--- config.mk ---
export PLATFORM = sky130hd
export DESIGN_NAME = rdr_host_reader
export DESIGN_NICKNAME = d
export VERILOG_FILES = /design/src/rtl/rdr_pkg.sv /design/src/rtl/rdr_deser.sv /design/src/rtl/rdr_window.sv /design/src/rtl/rdr_host_reader.sv
export SDC_FILE = /design/constraint.sdc
export NUM_CORES = 1
export LEC_CHECK = 0
export ABC_AREA = 1
export BUFFER_PORTS_ARGS = -buffer_cell sky130_fd_sc_hd__buf_4
export CORE_MARGIN = 10
export CORE_UTILIZATION = 59
export DETAILED_ROUTE_END_ITERATION = 10
export GPL_TIMING_DRIVEN = 0
export PLACE_DENSITY = 0.78
export SLEW_MARGIN = 20
export SYNTH_ARGS = -nofsm -noshare
export SYNTH_HDL_FRONTEND = slang
export SYNTH_SLANG_ARGS = --single-unit
export TNS_END_PERCENT = 20
--- constraint.sdc ---
create_clock -name clk_i -period 4.3 [get_ports clk_i]
set_input_delay 0.215 -clock clk_i [delete_from_list [all_inputs] [get_ports clk_i]]
set_output_delay 0.215 -clock clk_i [all_outputs]
set_load 0.05 [all_outputs]
--- src/rtl/rdr_pkg.sv ---
package rdr_pkg;
  typedef enum logic [2:0] {S_DEV, S_TAKE, S_IDLE, S_HIGH, S_LOW} rdr_state_e;
  typedef enum logic [1:0] {G_NONE, G_DRAIN, G_ARM, G_LAST} rdr_give_e;
endpackage

--- src/rtl/rdr_deser.sv ---
module rdr_deser #(
  parameter int unsigned W = 8
) (
  input  logic         clk_i,
  input  logic         rst_ni,
  input  logic         shift_i,
  input  logic         bit_i,
  input  logic         ready_i,
  output logic [W-1:0] data_o,
  output logic         valid_o,
  output logic         last_o
);
  localparam int unsigned CW = $clog2(W);

  logic [W-2:0] sh_q;
  logic [CW-1:0] cnt_q;
  logic [W-1:0] data_q;
  logic          valid_q;

  assign last_o  = (cnt_q == CW'(W-1));
  assign data_o  = data_q;
  assign valid_o = valid_q;

  always_ff @(posedge clk_i or negedge rst_ni) begin
    if (!rst_ni) begin
      sh_q    <= '0;
      cnt_q   <= '0;
      data_q  <= '0;
      valid_q <= 1'b0;
    end else begin
      if (valid_q && ready_i) valid_q <= 1'b0;
      if (shift_i) begin
        if (last_o) begin
          cnt_q <= '0;
          // a held word is never replaced; host side never gets here stalled
          if (!valid_q || ready_i) begin
            data_q  <= {sh_q, bit_i};
            valid_q <= 1'b1;
          end
        end else begin
          sh_q  <= {sh_q[W-3:0], bit_i};
          cnt_q <= cnt_q + 1'b1;
        end
      end
    end
  end

  a_r6_hold_stable: assert property (@(posedge clk_i) disable iff (!rst_ni)
    valid_q && !ready_i |=> valid_q && $stable(data_q));

  a_r5_count_range: assert property (@(posedge clk_i) disable iff (!rst_ni)
    cnt_q <= CW'(W-1));
endmodule

--- src/rtl/rdr_window.sv ---
module rdr_window #(
  parameter int unsigned LIMIT = 105000
) (
  input  logic clk_i,
  input  logic rst_ni,
  input  logic start_i,
  input  logic run_i,
  output logic expired_o
);
  localparam int unsigned CW = $clog2(LIMIT+1);

  logic [CW-1:0] cnt_q;
  logic          at_end;

  assign at_end    = (cnt_q == CW'(LIMIT-1));
  assign expired_o = run_i && at_end;

  always_ff @(posedge clk_i or negedge rst_ni) begin
    if (!rst_ni)                cnt_q <= '0;
    else if (start_i)           cnt_q <= '0;
    else if (run_i && !at_end)  cnt_q <= cnt_q + 1'b1;
  end

  a_r10_fresh_window: assert property (@(posedge clk_i) disable iff (!rst_ni)
    start_i |=> !expired_o);
endmodule

--- src/rtl/rdr_host_reader.sv ---
module rdr_host_reader
  import rdr_pkg::*;
#(
  parameter int unsigned W          = 8,
  parameter int unsigned HI_CYC     = 94,
  parameter int unsigned LO_CYC     = 94,
  parameter int unsigned SETTLE_CYC = 94,
  parameter int unsigned TMS_CYC    = 105000
) (
  input  logic         clk_i,
  input  logic         rst_ni,
  input  logic         rdy_i,
  input  logic         dat_i,
  input  logic         dev_clk_i,
  output logic         sclk_o,
  output logic         mode_o,
  input  logic         take_req_i,
  input  logic         give_req_i,
  output logic [W-1:0] byte_o,
  output logic         byte_valid_o,
  input  logic         byte_ready_i,
  output logic         err_o
);
  localparam int unsigned WAIT_CYC = (LO_CYC > SETTLE_CYC) ? LO_CYC : SETTLE_CYC;
  localparam int unsigned PH_MAX   = (HI_CYC > WAIT_CYC) ? HI_CYC : WAIT_CYC;
  localparam int unsigned PW       = $clog2(PH_MAX+1);

  rdr_state_e st_q, st_d;
  rdr_give_e  give_q, give_d;
  logic [PW-1:0] ph_q, ph_d;
  logic pulsed_q, pulsed_d;
  logic mode_q, mode_d;
  logic err_q, err_d;
  logic sclk_q;
  logic dev_clk_q, dev_fall;
  logic shift, go, win_start, win_run, expired;
  logic last_bit, stall;

  assign dev_fall = dev_clk_q && !dev_clk_i;
  assign stall    = last_bit && byte_valid_o;
  assign win_run  = (st_q == S_TAKE) || (give_q == G_LAST);

  rdr_deser #(.W(W)) i_deser (
    .clk_i   (clk_i),
    .rst_ni  (rst_ni),
    .shift_i (shift),
    .bit_i   (dat_i),
    .ready_i (byte_ready_i),
    .data_o  (byte_o),
    .valid_o (byte_valid_o),
    .last_o  (last_bit)
  );

  rdr_window #(.LIMIT(TMS_CYC)) i_window (
    .clk_i     (clk_i),
    .rst_ni    (rst_ni),
    .start_i   (win_start),
    .run_i     (win_run),
    .expired_o (expired)
  );

  always_comb begin
    st_d      = st_q;
    give_d    = give_q;
    ph_d      = ph_q;
    pulsed_d  = pulsed_q;
    mode_d    = mode_q;
    err_d     = err_q;
    win_start = 1'b0;
    shift     = 1'b0;
    go        = 1'b0;

    if (mode_q && give_q == G_NONE && give_req_i) give_d = G_DRAIN;

    unique case (st_q)
      S_DEV: begin
        shift = dev_fall;
        if (take_req_i) begin
          st_d      = S_TAKE;
          win_start = 1'b1;
        end
      end
      S_TAKE: begin
        shift = dev_fall;
        if (dev_fall) begin
          mode_d = 1'b1;
          give_d = G_NONE;
          st_d   = S_IDLE;
        end else if (expired) begin
          err_d = 1'b1;
          st_d  = S_DEV;
        end
      end
      S_HIGH: begin
        if (ph_q == '0) begin
          shift = 1'b1;   // capture on the falling edge
          st_d  = S_LOW;
          ph_d  = PW'(WAIT_CYC-1);
        end else begin
          ph_d = ph_q - 1'b1;
        end
      end
      S_LOW: begin
        if (ph_q == '0) st_d = S_IDLE;
        else            ph_d = ph_q - 1'b1;
      end
      S_IDLE: begin
        unique case (give_q)
          G_NONE: go = rdy_i && !stall;
          G_DRAIN: begin
            if (!rdy_i) give_d = G_ARM;
            else        go     = !stall;
          end
          G_ARM: begin
            if (rdy_i) begin
              give_d    = G_LAST;
              win_start = 1'b1;
              pulsed_d  = 1'b0;
              go        = !stall;
            end
          end
          G_LAST: begin
            if (expired || (pulsed_q && !rdy_i)) begin
              err_d  = err_q || expired;
              mode_d = 1'b0;
              give_d = G_NONE;
              st_d   = S_DEV;
            end else begin
              go = rdy_i && !stall;
            end
          end
          default: ;
        endcase
        if (go) begin
          st_d = S_HIGH;
          ph_d = PW'(HI_CYC-1);
          if (give_d == G_LAST) pulsed_d = 1'b1;
        end
      end
      default: st_d = S_IDLE;
    endcase
  end

  always_ff @(posedge clk_i or negedge rst_ni) begin
    if (!rst_ni) begin
      st_q      <= S_IDLE;
      give_q    <= G_NONE;
      ph_q      <= '0;
      pulsed_q  <= 1'b0;
      mode_q    <= 1'b1;
      err_q     <= 1'b0;
      sclk_q    <= 1'b0;
      dev_clk_q <= 1'b0;
    end else begin
      st_q      <= st_d;
      give_q    <= give_d;
      ph_q      <= ph_d;
      pulsed_q  <= pulsed_d;
      mode_q    <= mode_d;
      err_q     <= err_d;
      sclk_q    <= (st_d == S_HIGH);
      dev_clk_q <= dev_clk_i;
    end
  end

  assign sclk_o = sclk_q;
  assign mode_o = mode_q;
  assign err_o  = err_q;

  // checker-only run length of the high phase
  logic [PW-1:0] hi_run_q;
  always_ff @(posedge clk_i or negedge rst_ni) begin
    if (!rst_ni)     hi_run_q <= '0;
    else if (sclk_q) hi_run_q <= hi_run_q + 1'b1;
    else             hi_run_q <= '0;
  end

  a_r2_rise_needs_rdy: assert property (@(posedge clk_i) disable iff (!rst_ni)
    $rose(sclk_q) |-> $past(rdy_i));

  a_r3_high_width: assert property (@(posedge clk_i) disable iff (!rst_ni)
    $fell(sclk_q) |-> hi_run_q == PW'(HI_CYC));

  a_r8_dev_clk_quiet: assert property (@(posedge clk_i) disable iff (!rst_ni)
    !mode_q |-> !sclk_q);

  a_r6_no_overflow: assert property (@(posedge clk_i) disable iff (!rst_ni)
    sclk_q |-> !stall);

  a_r11_err_sticky: assert property (@(posedge clk_i) disable iff (!rst_ni)
    !$fell(err_q));
endmodule

==> results of run 1 <==
## synthesized netlist by cell type (all sizes together), types with 2 or more instances
cell type  instances
o31ai              3
a31o               2
ha                 8
a31oi              4
buf                4
dfstp              2
nor3b              2
nor3              10
o21ai             32
inv               51
a21oi              8
dfrtp             51
nand4             11
nand2            117
xor2               8
nand3             24
nor2              39
## power by group
group | total, uW | internal (uW) | switching [uW] | leakage [uW]
registers | 505 | 503 | 2.45 | 0.000647
clock network | 407 | 234 | 173 | 0.0000687
logic | 26.4 | 8.52 | 17.9 | 0.000983
total | 939 | 746 | 193 | 0.00170
## state kept, by name, indices dropped and copies added, names as in the netlist
register and count:
i_window.cnt_q 17, i_deser.data_o 8, i_deser.sh_q 7, ph_q 7, i_deser.cnt_q 3, st_q 3, give_q 2, dev_clk_q 1
err_o 1, i_deser.valid_o 1, mode_o 1, pulsed_q 1, sclk_o 1
## layout make-up
type | count | area, um^2
fillers | 441 | 1451
multi-input cells | 271 | 1436
flip-flops and latches | 53 | 1329
inverters | 51 | 191.4
repair buffers | 20 | 152.6
well taps | 67 | 83.83
clock buffers | 5 | 68.82
clock inverters | 3 | 68.82
plain buffers | 4 | 35.03
## final timing paths
| kind | start | to | slack, ns | cells after the start |
|---|---|---|---|---|
| min in group asynchronous | rst_ni | i_window.cnt_q[0]$_DFFE_PN0P_ | 0.47 | 2 |
| worst min register to register | ph_q[1]$_DFFE_PN0P_ | ph_q[1]$_DFFE_PN0P_ | 0.48 | 2 |
| worst max register to register | ph_q[0]$_DFFE_PN0P_ | i_deser.data_o[7]$_DFFE_PN0P_ | 2.33 | 10 |
| max in group asynchronous | rst_ni | ph_q[4]$_DFFE_PN0P_ | 3.40 | 2 |
| worst max-delay path | ph_q[0]$_DFFE_PN0P_ | i_deser.data_o[7]$_DFFE_PN0P_ | 2.33 | 10 |
| worst min-delay path | dev_clk_i | dev_clk_q$_DFF_PN0_ | 0.01 | 1 |
## per-layer routing
metal  share of wire, %  wire length (um)  vias to the layer above
met3                5.1               318                        8
li1                   -                 -                     1280
met4                1.1                70                        0
met5                  0                 0                        -
met2                 48              2983                       69
met1                 46              2851                     1189
## what timing repair did
action / CTS / global route
setup endpoints to repair: 0 / 0
endpoints found under the hold margin: 51 / 0
hold buffers: 1 / 0
## stage by stage
| step | util (%) | area, um^2 |
|---|---|---|
| finish | 69.87 | 3366 |
| detailed placement | 66.81 | 3218 |
| global placement | 66.81 | 3218 |
| floorplan | - | 2992 |
| CTS | 69.87 | 3366 |
| global route | 69.87 | 3366 |
## worst max-delay path, stage by stage (launching register included)
cell and delay [ns]:
sky130_fd_sc_hd__dfrtp_1 0.40, sky130_fd_sc_hd__inv_1 0.10, sky130_fd_sc_hd__ha_1 0.24, sky130_fd_sc_hd__nand3_2 0.13, sky130_fd_sc_hd__nor3b_4 0.33, sky130_fd_sc_hd__a21oi_4 0.15, sky130_fd_sc_hd__inv_2 0.10, sky130_fd_sc_hd__o211ai_4 0.11
sky130_fd_sc_hd__buf_6 0.19, sky130_fd_sc_hd__nand2_1 0.07, sky130_fd_sc_hd__o21ai_2 0.05
## cell families after synthesis
| group | synth area share [%] |
|---|---|
| buffers and inverters | 7.570 |
| XOR/XNOR | 2.342 |
| AND/OR/NAND/NOR | 30.87 |
| flip-flops | 44.42 |
| adder cells (fa/ha/maj) | 3.346 |
| AO/OA/AOI/OAI | 11.46 |
==> results.yml, run 1 <==
die:
  die_width_um: 91.21
  initial_util_pct: 62.10
  coreArea_um2: 4817
  ioPinCount: 20
  chipHeight_um: 91.21
  fp.dieArea_um2: 8318
  placement_rows: 25
cts:
  clock_sink_count: 53
  cts_buffer_depth: 2
  clkLatencyLatePin_ns: 0.31
  clk_pin_slew_ns: 0.10
  cts.htree.levels: 2
  cts_tree: "built"
  cts_root_buffer: "sky130_fd_sc_hd__clkbuf_8"
  total_clock_buffers_created_by_cts: 5
  cts_setup_buffers: 0
  post_cts_resized: 0
timing:
  finalSetupViolCount: 0
  final.setup_skew_ns: 0.007665
  layout_worst_path_cycle_share_pct: 45.71
  grt_setup_unrepaired: "no"
  finalHoldViolCount: 0
  min_period_ns: 1.966
  worstMarginPinSlew_ns: 0.6499
  setup_tns_ns: 0
  slew_viol_final: 0
  worst_hold_slack_across_all_endpoints_ns: 0.01448
  max_freq_mhz: 508.7
  worst_slew_margin_relative_to_its_limit_pct: 56.67
  min_setup_slack_post_route_ns: 2.334
critical_path:
  timing.critical_path.from_type: "flip-flop"
  critical_path.endpoint_type: "flip-flop"
  critPathMaxFanout: 10
  path_class: "reg -> reg"
  worst-endpoint-required_ns: 4.51
  data_arrival_time_of_the_critical_path_ns: 2.18
global_routing:
  met2_usage_pct: 25.78
  grt_pass1_vias: 2461
  grt_overflow_total: 0
  top_usage_layer: "met2"
  met1_capacity_usage_during_global_routing_pct: 19.70
  grt_first_pass_wirelength_um: 11050
  total_grt_usage_pct: 15.55
  met3_usage_pct: 3.786
  maximum_number_of_pins_on_one_net_before_global_route_repair: 54
  antenna_violations_before_repair: 0
route:
  drc: 0
  via_count_normalized_by_instance_count: 5.371
  postRouteAntennaNets: 0
  routed-via-count: 2546
  drt_wl_cell_um: 13.13
  first_iter_violations: 240
  total_detailed_routing_wirelength_um: 6223
  drt_first_pass_iters: 5
cells_and_area:
  most_common_cell_after_layout_fill_and_taps_aside: "sky130_fd_sc_hd__nand2_1"
  final_net_count: 422
  area_growth_syn_to_layout_pct: 12.51
  stdcell_count: 474
  layout-drive-gt1-share_pct: 16.46
  layout.cells.most_common_list: "sky130_fd_sc_hd__nand2_1, sky130_fd_sc_hd__dfrtp_1, sky130_fd_sc_hd__inv_1, sky130_fd_sc_hd__nor2_1"
  antenna_cells: 0
yosys:
  yosysWarnings: 0
  mappedNetlistArea_um2: 2992
  netlist_top_cells_area: "sky130_fd_sc_hd__dfrtp_1, sky130_fd_sc_hd__nand2_1, sky130_fd_sc_hd__inv_1"
  count_of_flip_flops_with_a_built_in_enable_after_synthesis: 0
  synth_area_leader_cell: "sky130_fd_sc_hd__dfrtp_1"
  synth_area_per_cell_um2: 7.893
  synth_sequential_area_ratio_pct: 44.42
  netlist-cell-type-count: 32
  ys_dominant_reg_cell: "sky130_fd_sc_hd__dfrtp_1"
  synthesis.nets: 395
  synthCells: 379
  postSynth.asyncResetShare_pct: 100.0
  ys_ff_latch: 53
  synthDominantCellAreaShare_pct: 42.66
run:
  maxCapViolCount: 0
place:
  place_inst: 465
  detailedPlacementHpwl_um: 4567
  portBuffers: 19
  gpl.final_weighted_congestion: 0.8938
  place_ws_ns: 2.336
pwr:
  power.leakage_uw: 0.001699
  cellPowerDensity_nw_per_um2: 279.1
  power_uw: 939.4
  ir_worst_vdd_mv: 0.2276
hold_path:
  min_path_type: "in -> reg"
status:
  result_of_the_run: "finished, final reports clean"
No activity file was read; power rests on OpenSTA's default activity.
==> run 2, diff against run 1 <==
Settings changed: CORE_UTILIZATION 59 to 54, PLACE_DENSITY 0.78 to 0.75.
Clock period 4.3 ns to 1.8 ns, I/O delays scaled along.
==> results.yml, run 2 (synthesized netlist as in run 1, its figures left out) <==
status:
  result_of_the_run: "finished, final reports clean"
die:
  ioPinCount: 20
  chipHeight_um: 94.43
  die_width_um: 94.43
  initial_util_pct: 55.00
  coreArea_um2: 5439
  fp.dieArea_um2: 8917
  placement_rows: 27
critical_path:
  worst-r2r-cell-count: 11
  critPathMaxFanout: 8
  cp.buffers_inverters: 3
  path_class: "reg -> reg"
  timing.critical_path.max_delay_family: "simple AND/OR/NAND/NOR gates"
  timing.critical_path.from_type: "flip-flop"
  worst-endpoint-required_ns: 2.05
  data_arrival_time_of_the_critical_path_ns: 2.03
  cpPeakStageDelay_ns: 0.40
  crit_slowest_cell: "sky130_fd_sc_hd__dfrtp_1"
  reg2reg_from: "ph_q[1]$_DFFE_PN0P_"
  rrSetupSlack_ns: 0.03
  critical_path.endpoint_type: "flip-flop"
  cp_cell_sequence: "inv_2 > ha_4 > nand3_4 > nor3b_4 > buf_4 > inv_1 > nand2_1 > nand2_2 > nand2_4 > nand2_2 > nand2_1"
  regToRegEndpoint: "ph_q[6]$_DFFE_PN0P_"
global_routing:
  grt_overflow_total: 0
  antenna_violations_before_repair: 0
  total_grt_usage_pct: 15.26
  grt_pass1_vias: 2526
  grt_first_pass_wirelength_um: 11180
  maximum_number_of_pins_on_one_net_before_global_route_repair: 54
timing:
  final.setup_skew_ns: 0.01093
  worstMarginPinSlew_ns: 0.6680
  layout_worst_path_cycle_share_pct: 98.45
  finalHoldViolCount: 0
  worst_hold_slack_across_all_endpoints_ns: 0.1423
  min_period_ns: 1.772
  grt_setup_unrepaired: "yes"
  worst_slew_margin_relative_to_its_limit_pct: 55.47
  setup_tns_ns: 0
  max_freq_mhz: 564.3
  min_setup_slack_post_route_ns: 0.02794
  slew_viol_final: 0
  finalSetupViolCount: 0
pwr:
  power.leakage_uw: 0.001784
  clock_power_share_pct: 36.7
  cellPowerDensity_nw_per_um2: 562.4
  power.switching_uw: 500.3
  power.share.combinational_pct: 3.4
  power.internal_uw: 1519
  power_frac_seq_pct: 59.9
  power_uw: 2019
  power.share.switching_pct: 24.78
  ir_worst_vdd_mv: 0.5557
route:
  drt_first_pass_iters: 5
  drt_wl_cell_um: 13.27
  postRouteAntennaNets: 0
  drc: 0
  via_count_normalized_by_instance_count: 5.255
  first_iter_violations: 220
  routed-via-count: 2617
  total_detailed_routing_wirelength_um: 6610
hold_path:
  min_path_type: "in -> reg"
  hold-path-endpoint: "st_q[0]$_DFF_PN0_"
  timing.hold.worst.start: "take_req_i"
  whs_path_depth: 3
cells_and_area:
  multi_input_area_um2: 1510
  largest_register_ffs: 17
  stdcell_count: 498
  area_growth_syn_to_layout_pct: 19.99
  antenna_cells: 0
  max_flop_register: "i_window.cnt_q"
  final_net_count: 441
  layout-drive-gt1-share_pct: 23.24
  most_common_cell_after_layout_fill_and_taps_aside: "sky130_fd_sc_hd__nand2_1"
  filler_cell_count: 424
  seq_area_um2: 1329
  layout.cells.most_common_list: "sky130_fd_sc_hd__nand2_1, sky130_fd_sc_hd__dfrtp_1, sky130_fd_sc_hd__inv_1, sky130_fd_sc_hd__nor2_1, sky130_fd_sc_hd__buf_4"
cts:
  clock_sink_count: 53
  clkLatencyLatePin_ns: 0.32
  cts_tree: "built"
  cts.htree.levels: 2
  total_clock_buffers_created_by_cts: 5
  cts_buffer_depth: 2
  cts_root_buffer: "sky130_fd_sc_hd__clkbuf_8"
  clk_pin_slew_ns: 0.10
place:
  portBuffers: 19
  place_inst: 470
  detailedPlacementHpwl_um: 4449
  gpl.final_weighted_congestion: 0.8794
  place_ws_ns: -0.2027
run:
  maxCapViolCount: 0
-- run 2: cell count changes in the layout (fill, tap and decap cells not counted), sizes merged --
cell	before	now
buf	23	39
inv	52	53
bufinv	2	0
dlygate4sd3	1	4
clkinv	0	1
-- run 2: power by group through the flow --
stage	Combinational, uW	Sequential (uW)	Clock, uW
finish	69.6	1210	741
global route	80.5	1210	815
CTS	71.2	1210	772
detailed placement	64.3	1230	0
global placement	63.0	1230	0
floorplan	21.6	1230	0
-- run 2: metal layers --
metal  part of all wire, %  track usage [%]  routed length, um  vias up
met5                     0                0                  0        -
li1                      -                -                  -     1319
met2                    49            25.29               3237       51
met1                    46            19.02               3010     1238
met4                   1.4            5.949                 91        0
met3                   4.1            3.172                271        9
-- run 2: area by class of cell --
cell class              count  area share, %
clock inverters             3         0.8017
clock buffers               5          1.917
well taps                  72          2.510
repair buffers             39          9.202
plain buffers               4          1.081
flip-flops and latches     53          37.02
multi-input cells         271          42.07
inverters                  51          5.403
-- run 2: how the worst max path moves through the flow --
stage                                  startpoint                             end  depth (start not counted)
finish                        ph_q[1]$_DFFE_PN0P_             ph_q[6]$_DFFE_PN0P_                         11
global route        i_window.cnt_q[0]$_DFFE_PN0P_             ph_q[0]$_DFFE_PN0P_                         13
CTS                           ph_q[1]$_DFFE_PN0P_             ph_q[4]$_DFFE_PN0P_                         11
detailed placement            ph_q[0]$_DFFE_PN0P_   i_deser.data_o[6]$_DFFE_PN0P_                         10
global placement    i_window.cnt_q[0]$_DFFE_PN0P_  i_window.cnt_q[11]$_DFFE_PN0P_                         14
floorplan                     ph_q[0]$_DFFE_PN0P_   i_deser.data_o[6]$_DFFE_PN0P_                         10
-- run 2: per-stage QoR --
stage	utilization [%]	instance area (um^2)
2_1_floorplan	-	2992
3_3_place_gp	59.28	3224
3_5_place_dp	59.28	3224
4_1_cts	64.41	3503
5_1_grt	66.00	3590
6_report	66.00	3590
-- run 2: tightest hold or removal path, delay by kind of cell --
family / cells / cell delay, ns
buf+inv: 1 / 0.08
simple gates: 2 / 0.25
-- run 2: repair_timing --
action                                 in CTS  in global routing
setup endpoints to repair                  32                 40
gates resized for setup                     8                 17
cloned                                      1                  0
setup buffers                              10                  5
hold buffers                                4                  0
endpoints found under the hold margin      54                  0
pin swaps                                   5                 10
==> run 3, diff against run 2 <==
Settings changed: CORE_UTILIZATION 54 to 45, CTS_BUF_LIST set to sky130_fd_sc_hd__clkbuf_4 sky130_fd_sc_hd__clkbuf_8, MAX_ROUTING_LAYER set to met4, PLACE_DENSITY 0.75 to unset.
==> results.yml, run 3 (synthesized netlist as in run 1, its figures left out) <==
cells_and_area:
  seq_area_um2: 1329
  filler_cell_count: 589
  area_growth_syn_to_layout_pct: 25.64
  max_flop_register: "i_window.cnt_q"
  largest_register_ffs: 17
  antenna_cells: 0
  most_common_cell_after_layout_fill_and_taps_aside: "sky130_fd_sc_hd__nand2_1"
  final_net_count: 453
  layout_cell_area_excl_fill_um2: 3759
  layout.cells.most_common_list: "sky130_fd_sc_hd__nand2_1, sky130_fd_sc_hd__dfrtp_1, sky130_fd_sc_hd__inv_1, sky130_fd_sc_hd__buf_4, sky130_fd_sc_hd__nor2_1"
  multi_input_area_um2: 1563
  layout-drive-gt1-share_pct: 27.85
place:
  portBuffers: 19
  gpl.final_weighted_congestion: 0.8533
  place_ws_ns: -0.1545
  detailed_place.area_um2: 3231
  detailedPlacementHpwl_um: 4587
die:
  die_width_um: 101.5
  fp.dieArea_um2: 10310
  coreArea_um2: 6386
  initial_util_pct: 46.85
  chipHeight_um: 101.5
  ioPinCount: 20
  placement_rows: 29
timing:
  finalHoldViolCount: 0
  max_freq_mhz: 553.1
  setup_tns_ns: -0.01620
  finalSetupViolCount: 3
  final.setup_skew_ns: 0.008073
  min_period_ns: 1.808
  worstMarginPinSlew_ns: 0.6686
  grt_setup_unrepaired: "yes"
  min_setup_slack_post_route_ns: -0.008012
  slew_viol_final: 0
  layout_worst_path_cycle_share_pct: 100.4
  worst_slew_margin_relative_to_its_limit_pct: 55.43
hold_path:
  min_path_type: "in -> reg"
  timing.hold.worst.start: "rdy_i"
route:
  first_iter_violations: 103
  drt_wl_cell_um: 13.23
  drt_first_pass_iters: 4
  routed-via-count: 2614
  drc: 0
  via_count_normalized_by_instance_count: 5.076
  postRouteAntennaNets: 0
  total_detailed_routing_wirelength_um: 6813
status:
  result_of_the_run: "complete, but fails checks"
  violations: "negative setup slack"
critical_path:
  data_arrival_time_of_the_critical_path_ns: 2.06
  rrSetupSlack_ns: -0.008
  worst-endpoint-required_ns: 2.05
  reg2reg_from: "ph_q[0]$_DFFE_PN0P_"
  crit_slowest_cell: "sky130_fd_sc_hd__dfrtp_1"
  timing.critical_path.from_type: "flip-flop"
  cp_cell_sequence: "inv_2 > ha_4 > nand3_4 > nor3b_4 > a21oi_4 > buf_12 > nor2_4 > buf_6 > nand2_1 > o21ai_1"
  cpPeakStageDelay_ns: 0.42
  path_class: "reg -> reg"
  startpoint_of_the_most_critical_setup_path: "ph_q[0]$_DFFE_PN0P_"
  critical_path.endpoint_type: "flip-flop"
  critPathMaxFanout: 6
  worst-r2r-cell-count: 10
  regToRegEndpoint: "i_deser.sh_q[4]$_DFFE_PN0P_"
  crit_end: "i_deser.sh_q[4]$_DFFE_PN0P_"
pwr:
  ir_worst_vdd_mv: 0.4232
  cellPowerDensity_nw_per_um2: 534.1
  power.leakage_uw: 0.001870
global_routing:
  antenna_violations_before_repair: 0
  total_grt_usage_pct: 13.85
  grt_overflow_total: 0
  grt_pass1_vias: 2475
  grt_first_pass_wirelength_um: 11560
  maximum_number_of_pins_on_one_net_before_global_route_repair: 54
cts:
  cts_buffer_depth: 2
  cts_tree: "built"
  clock_sink_count: 53
  clk_pin_slew_ns: 0.11
  cts_root_buffer: "sky130_fd_sc_hd__clkbuf_8"
  cts.htree.levels: 2
  clkLatencyLatePin_ns: 0.32
  total_clock_buffers_created_by_cts: 5
run:
  maxCapViolCount: 0
[run 3: cell count changes in the layout (fill, tap and decap cells not counted), moves of 3 or more]
cell and delta:
sky130_fd_sc_hd__nand2_2 +6, sky130_fd_sc_hd__nand2_1 -8, sky130_fd_sc_hd__buf_6 +3, sky130_fd_sc_hd__o21ai_1 +9
sky130_fd_sc_hd__buf_4 +8, sky130_fd_sc_hd__o21ai_0 -9
[run 3: how the worst min path moves through the flow]
stage / cells after the start / slack [ns] / end
after CTS: 3 / 0.09 / st_q[0]$_DFF_PN0_
after global placement: 1 / 0.18 / i_window.cnt_q[1]$_DFFE_PN0P_
after global routing: 3 / 0.16 / st_q[0]$_DFF_PN0_
final: 4 / 0.14 / pulsed_q$_DFFE_PN0P_
after detailed placement: 1 / 0.18 / i_window.cnt_q[1]$_DFFE_PN0P_
after floorplan: 0 / -0.21 / dev_clk_q$_DFF_PN0_
[run 3: what timing repair did]
action / in CTS / in global routing
resized for setup: 11 / 41
hold buffers: 4 / 0
hold endpoints to repair: 54 / 0
pin swaps: 4 / 16
cloned: 1 / 1
setup endpoints to repair: 29 / 44
setup buffers: 11 / 15
[run 3: critical path: cells and delay by family (launching register included)]
| kind | cells | cell delay, ns |
|---|---|---|
| adder cells (fa/ha/maj) | 1 | 0.14 |
| AO/OA/AOI/OAI | 2 | 0.19 |
| flip-flops | 1 | 0.42 |
| buffers and inverters | 3 | 0.38 |
| AND/OR/NAND/NOR | 4 | 0.61 |
[run 3: cell type report]
type / instances / area share (%)
timing repair buffer: 51 / 11.72
clock inverter: 3 / 0.6658
multi-input combinational: 271 / 41.58
buffer: 4 / 1.198
clock buffer: 5 / 1.831
tap: 77 / 2.563
inverter: 51 / 5.093
sequential: 53 / 35.35
[run 3: power by group]
group | switching (uW) | internal [uW] | leakage (uW)
registers | 6.75 | 1200 | 0.000647
clock network | 445 | 282 | 0.0000447
logic | 45.8 | 26.0 | 0.00118
total | 497 | 1510 | 0.00187
[run 3: metrics by stage]
step           util, %  hold slack (ns)  power, uW  instances
2_1_floorplan        -          -0.2056       1251        379
3_3_place_gp     50.59           0.1847       1296        475
3_5_place_dp     50.59           0.1806       1297        475
4_1_cts          55.31          0.09107       2033        499
5_1_grt          58.86           0.1640       2084        515
6_report         58.86           0.1363       2007        515
[run 3: routing by layer]
| metal | vias up | track usage, % | routed length [um] |
|---|---|---|---|
| met3 | 5 | 2.791 | 203 |
| met1 | 1230 | 18.71 | 3372 |
| met4 | 0 | 3.859 | 69 |
| met2 | 31 | 20.56 | 3168 |
| li1 | 1348 | - | - |
| met5 | - | - | 0 |
